`config.mk`:
```
export PLATFORM = sky130hd
export DESIGN_NAME = ppm_nibble_decoder
export DESIGN_NICKNAME = d
export VERILOG_FILES = /design/src/rtl/ppmdec_pkg.sv /design/src/rtl/ppmdec_sync.sv /design/src/rtl/ppmdec_glitch.sv /design/src/rtl/ppmdec_edge.sv /design/src/rtl/ppmdec_symbol_fsm.sv /design/src/rtl/ppm_nibble_decoder.sv
export SDC_FILE = /design/constraint.sdc
export NUM_CORES = 1
export LEC_CHECK = 0
export BUFFER_PORTS_ARGS = -buffer_cell sky130_fd_sc_hd__buf_2
export CAP_MARGIN = 15
export CORE_MARGIN = 4
export CORE_UTILIZATION = 62
export DETAILED_ROUTE_END_ITERATION = 8
export PLACE_DENSITY = 0.82
export RECOVER_POWER = 50
export REMOVE_ABC_BUFFERS = 1
export SYNTH_ARGS = -nofsm -noshare
export SYNTH_HDL_FRONTEND = slang
export SYNTH_SLANG_ARGS = --single-unit
```
`constraint.sdc`:
```
create_clock -name clk -period 4.89 [get_ports clk]
set_input_delay 0.489 -clock clk [delete_from_list [all_inputs] [get_ports clk]]
set_output_delay 0.489 -clock clk [all_outputs]
set_load 0.05 [all_outputs]
```
`src/rtl/ppmdec_pkg.sv`:
```
package ppmdec_pkg;

    typedef enum logic [1:0] {
        ST_IDLE,
        ST_MEAS,
        ST_GAP
    } sym_state_e;

    typedef enum logic [2:0] {
        EV_NONE,
        EV_NIBBLE,
        EV_RANGE,
        EV_TIMEOUT,
        EV_SPACING
    } sym_event_e;

    typedef struct packed {
        logic rise;
        logic fall;
    } edge_info_t;

    typedef struct packed {
        sym_event_e ev;
        logic [3:0] nib;
    } sym_result_t;

    function automatic logic count_in_window(input int unsigned cnt,
                                             input int unsigned lo,
                                             input int unsigned span);
        return (cnt >= lo) && (cnt < lo + span);
    endfunction

endpackage

```
`src/rtl/ppmdec_sync.sv`:
```
module ppmdec_sync #(
    parameter int unsigned STAGES = 2
) (
    input  logic clk,
    input  logic rst,
    input  logic din,
    output logic dout
);
    logic [STAGES-1:0] chain;

    genvar g;
    generate
        for (g = 0; g < STAGES; g++) begin : g_stage
            if (g == 0) begin : g_first
                always_ff @(posedge clk) begin
                    if (rst) chain[0] <= 1'b0;
                    else     chain[0] <= din;
                end
            end else begin : g_next
                always_ff @(posedge clk) begin
                    if (rst) chain[g] <= 1'b0;
                    else     chain[g] <= chain[g-1];
                end
            end
        end
    endgenerate

    assign dout = chain[STAGES-1];
endmodule

```
`src/rtl/ppmdec_glitch.sv`:
```
module ppmdec_glitch (
    input  logic clk,
    input  logic rst,
    input  logic din,
    output logic dout
);
    logic prev_q;
    logic out_q;

    always_ff @(posedge clk) begin
        if (rst) begin
            prev_q <= 1'b0;
            out_q  <= 1'b0;
        end else begin
            prev_q <= din;
            if (din == prev_q) out_q <= din;
        end
    end

    assign dout = out_q;
endmodule

```
`src/rtl/ppmdec_edge.sv`:
```
module ppmdec_edge
    import ppmdec_pkg::*;
(
    input  logic       clk,
    input  logic       rst,
    input  logic       lvl,
    output edge_info_t edges
);
    logic lvl_d;

    always_ff @(posedge clk) begin
        if (rst) lvl_d <= 1'b0;
        else     lvl_d <= lvl;
    end

    always_comb begin
        edges.rise = lvl & ~lvl_d;
        edges.fall = ~lvl & lvl_d;
    end
endmodule

```
`src/rtl/ppmdec_symbol_fsm.sv`:
```
module ppmdec_symbol_fsm
    import ppmdec_pkg::*;
#(
    parameter int unsigned LEAD_TICKS    = 32,
    parameter int unsigned NIB_W         = 4,
    parameter int unsigned MIN_GAP_TICKS = 32,
    parameter int unsigned TIMEOUT_TICKS = 64
) (
    input  logic        clk,
    input  logic        rst,
    input  edge_info_t  edges,
    output sym_result_t result
);
    localparam int unsigned SPAN  = 1 << NIB_W;
    localparam int unsigned CNT_W = $clog2(TIMEOUT_TICKS + 1);
    localparam int unsigned GAP_W = $clog2(MIN_GAP_TICKS + 1);
    localparam logic [CNT_W-1:0] CNT_LIMIT = CNT_W'(TIMEOUT_TICKS);
    localparam logic [GAP_W-1:0] GAP_LIMIT = GAP_W'(MIN_GAP_TICKS);
    localparam logic [CNT_W-1:0] CNT_LEAD  = CNT_W'(LEAD_TICKS);

    sym_state_e       state;
    logic [CNT_W-1:0] cnt;
    logic [GAP_W-1:0] gap;
    logic [CNT_W-1:0] offset;

    assign offset = cnt - CNT_LEAD;

    always_ff @(posedge clk) begin
        if (rst) begin
            state      <= ST_IDLE;
            cnt        <= '0;
            gap        <= '0;
            result.ev  <= EV_NONE;
            result.nib <= '0;
        end else begin
            result.ev <= EV_NONE;
            case (state)
                ST_IDLE: begin
                    if (edges.rise) begin
                        state <= ST_MEAS;
                        cnt   <= CNT_W'(1);
                    end
                end
                ST_MEAS: begin
                    if (edges.fall) begin
                        state <= ST_GAP;
                        gap   <= GAP_W'(1);
                        if (count_in_window(int'(cnt), LEAD_TICKS, SPAN)) begin
                            result.ev  <= EV_NIBBLE;
                            result.nib <= offset[NIB_W-1:0];
                        end else begin
                            result.ev <= EV_RANGE;
                        end
                    end else if (cnt == CNT_LIMIT) begin
                        result.ev <= EV_TIMEOUT;
                        state     <= ST_IDLE;
                    end else begin
                        cnt <= cnt + CNT_W'(1);
                    end
                end
                ST_GAP: begin
                    if (edges.rise) begin
                        if (gap < GAP_LIMIT) result.ev <= EV_SPACING;
                        state <= ST_MEAS;
                        cnt   <= CNT_W'(1);
                    end else if (gap < GAP_LIMIT) begin
                        gap <= gap + GAP_W'(1);
                    end
                end
                default: state <= ST_IDLE;
            endcase
        end
    end
endmodule

```
`src/rtl/ppm_nibble_decoder.sv`:
```
module ppm_nibble_decoder
    import ppmdec_pkg::*;
#(
    parameter int unsigned SYNC_STAGES   = 2,
    parameter int unsigned LEAD_TICKS    = 32,
    parameter int unsigned MIN_GAP_TICKS = 32,
    parameter int unsigned TIMEOUT_TICKS = 64
) (
    input  logic       clk,
    input  logic       rst,
    input  logic       rd_in,
    output logic       nib_valid,
    output logic [3:0] nib_data,
    output logic       err_range,
    output logic       err_timeout,
    output logic       err_spacing
);
    localparam int unsigned NIB_W = 4;

    logic        synced;
    logic        filtered;
    edge_info_t  edges;
    sym_result_t result;

    ppmdec_sync #(.STAGES(SYNC_STAGES)) u_sync (
        .clk (clk),
        .rst (rst),
        .din (rd_in),
        .dout(synced)
    );

    ppmdec_glitch u_glitch (
        .clk (clk),
        .rst (rst),
        .din (synced),
        .dout(filtered)
    );

    ppmdec_edge u_edge (
        .clk  (clk),
        .rst  (rst),
        .lvl  (filtered),
        .edges(edges)
    );

    ppmdec_symbol_fsm #(
        .LEAD_TICKS   (LEAD_TICKS),
        .NIB_W        (NIB_W),
        .MIN_GAP_TICKS(MIN_GAP_TICKS),
        .TIMEOUT_TICKS(TIMEOUT_TICKS)
    ) u_fsm (
        .clk   (clk),
        .rst   (rst),
        .edges (edges),
        .result(result)
    );

    assign nib_valid   = (result.ev == EV_NIBBLE);
    assign err_range   = (result.ev == EV_RANGE);
    assign err_timeout = (result.ev == EV_TIMEOUT);
    assign err_spacing = (result.ev == EV_SPACING);
    assign nib_data    = result.nib;
endmodule

```
==> run_results.csv <==
group,metric,value,unit
cts,cts_buffer_depth,2,
route,vias_per_cell,6.01,
sta,skew,0.0111,ns
sta,fmax,434,MHz
yosys,synth_warnings,0,
finish,syn2layout_area_growth,3.13,%
die,die-area,0.00300,sq mm
worst_setup_path,path_max_fanout,10,
yosys,postSynthAreaPerCell,8.82,sq um
route,route.vias.total,1118,
die,chipWidth,54.8,microns
yosys,synth_cells,154,
place,place_area,0.00139,sq mm
global_routing,grt_pass1_vias,918,
yosys,syn_area,0.00136,sq mm
hold_path,worstHoldPathType,"in -> reg",
global_routing,grt_max_degree,24,
yosys,async_reset_ff_share,0,%
sta,tns,0,ns
worst_setup_path,cp-end-kind,"register",
cts,clock_latency,0.33,ns
power_and_ir_drop,vdd_drop_max,0.222,mV
yosys,yosys.area.top_type,"dfxtp_1",
global_routing,grt_usage,18.7,%
sta,hold_viol,0,
worst_setup_path,worst_ep_required_time,5.15,ns
place,gp_congestion,0.800,
finish,n_antenna_cell,0,
place,dpl.hpwl,1730,microns
cts,htree_num_levels,1,
cts,post_cts_buffers,0,
worst_setup_path,critPathMaxStageDelay,0.54,ns
yosys,ys_top_cells_by_count,"dfxtp_1, nor2_1, a21oi_1, nand2_1",
sta,drv_slew,0,
flow_run,maxCapViolCount,0,
route,wl_per_cell,12.8,microns
global_routing,gr-total-overflow,0,
die,initial_core_util,67.2,%
finish,layout-drive-gt1-share,5.66,%
yosys,synth_seq_area_share,39.8,%
route,wirelength,2390,microns
cts,clockRootBuffer,"clkbuf_4",
global_routing,antenna_found_initial,0,
cts,numCtsBuffers,3,
status,outcome,"completed",
die,fp.coreArea,0.00202,sq mm
yosys,postSynthRegisterBits,27,
finish,nets,170,
route,drt-initial-drc-count,33,
yosys,synth_edf_count,0,
cts,cts_tree,"done",
finish,fin_area,0.00140,sq mm
worst_setup_path,crit_slowest_cell,"a2111o_1",
route,drc,0,
route,wl_met3,138,microns
finish,fillers,173,
sta,worst_slew_pin_slew,0.968,ns
cts,clock-sinks,27,
sta,post-route-period-util,47.1,%
worst_setup_path,path_buf_inv,1,
power_and_ir_drop,p_per_area,232,mW/mm^2
worst_setup_path,arrival,2.56,ns
power_and_ir_drop,cellLeakagePower,0.000546,uW
route,wl_met2,1020,microns
finish,utilization,69.3,%
cts,holdBufCountCts,0,
route,dr.pass1.iters,5,
cts,clk_pin_slew,0.15,ns
sta,slew_headroom,35.5,%
global_routing,grt_pass1_wl,4070,microns
yosys,synthTopCellsByArea,"dfxtp_1, ha_1, mux2i_1",
place,port_buffers,10,
sta,setup_viol,0,
worst_setup_path,worstSetupPathType,"reg -> reg",
sta,rsz0062_at_grt,"false",
sta,layout_min_cycle_time,2.30,ns
worst_setup_path,crit_chain,"inv_1 > ha_1 > and2_0 > a2111o_1 > or4_1 > a21oi_1",
yosys,yosysMostFrequentCell,"dfxtp_1",
die,ioPinCount,11,
route,drtAntennaViolNets,0,
yosys,netlist.area_leader.share,39.8,%
yosys,ys.flop_type,"dfxtp_1",
worst_setup_path,crit_family,"simple AND/OR/NAND/NOR gates",
route,wl_met1,1200,microns
yosys,synth_cell_types,40,
die,num_rows,16,
cts,post_cts_resized,0,
die,dieHeight,54.8,microns
worst_setup_path,start_kind,"register",
route,dr.max_layer_used,"met4",
==> cell usage in the layout, fill, tap and decap left out, types with 4 or more instances in the layout <==
cell type / count
ha_1: 7
nand2_1: 10
nand2b_1: 5
a21oi_1: 10
nor2b_1: 5
dfxtp_1: 27
mux2i_1: 7
clkbuf_1: 7
o21ai_0: 7
nor3b_1: 4
nor2_1: 17
nand4b_1: 5
inv_1: 6
==> layout make-up <==
cell class                      count  area, sq um  share of cell area [%]
Clock buffer                        3         22.5                    1.61
Sequential cell                    27          541                    38.6
Clock inverter                      1         5.00                   0.357
Inverter                            6         22.5                    1.61
Tap cell                           27         33.8                    2.41
Timing Repair Buffer               10         41.3                    2.95
Multi-Input combinational cell    112          736                    52.5
==> metal layers <==
metal | track usage [%] | vias to the layer above
met3 | 3.27 | 5
met5 | 0 | -
met4 | 7.47 | 0
met2 | 26.8 | 36
met1 | 27.4 | 519
li1 | - | 558
==> power by group <==
part / total, uW / switching [uW] / internal (uW) / leakage [uW]
registers: 222 / 0.505 / 221 / 0.000218
clock network: 95.4 / 64.7 / 30.7 / 0.0000177
logic: 7.52 / 5.19 / 2.33 / 0.000311
total: 325 / 70.4 / 254 / 0.000546
==> path summary, 6_finish.rpt <==
kind / to / start / cells after the start / slack [ns]
max: u_fsm.cnt[6] / u_fsm.state[1] / 6 / 2.59
min: u_sync.chain[0] / rd_in / 2 / 0.37
max reg2reg: u_fsm.cnt[6] / u_fsm.state[1] / 6 / 2.59
min reg2reg: u_sync.dout / u_sync.chain[0] / 1 / 0.46
==> flip-flops by register name, indices dropped and copies added (netlist names) <==
register,flops
u_sync.chain,1
u_glitch.prev_q,1
u_fsm.gap,6
u_fsm.result,7
u_fsm.state,2
u_fsm.cnt,7
u_edge.lvl_d,1
u_glitch.dout,1
u_sync.dout,1
==> worst register-to-register path, cell delays in order (launching register included) <==
cell and delay (ns):
dfxtp_1 0.41, inv_1 0.09, ha_1 0.28, and2_0 0.22
a2111o_1 0.54, or4_1 0.54, a21oi_1 0.17
==> stage by stage <==
step	hold WS (ns)	power, uW	cells	setup slack [ns]
final	0.374	325	186	2.59
after global routing	0.363	342	186	2.39
after CTS	0.374	327	186	2.65
after detailed placement	0.427	234	182	2.69
after global placement	0.431	234	182	2.80
after floorplan	0.414	230	145	2.88
==> cells by family (layout without fill, tap and decap cells) <==
family	count (synthesis)	in the layout	synth area share, %
flops	27	27	39.8
mux	8	8	5.99
simple gates	64	64	26.3
buf+inv	15	20	5.89
compound gates	32	32	14.8
fa+ha+maj	8	8	7.18
Power figures use the tool's default switching activity.
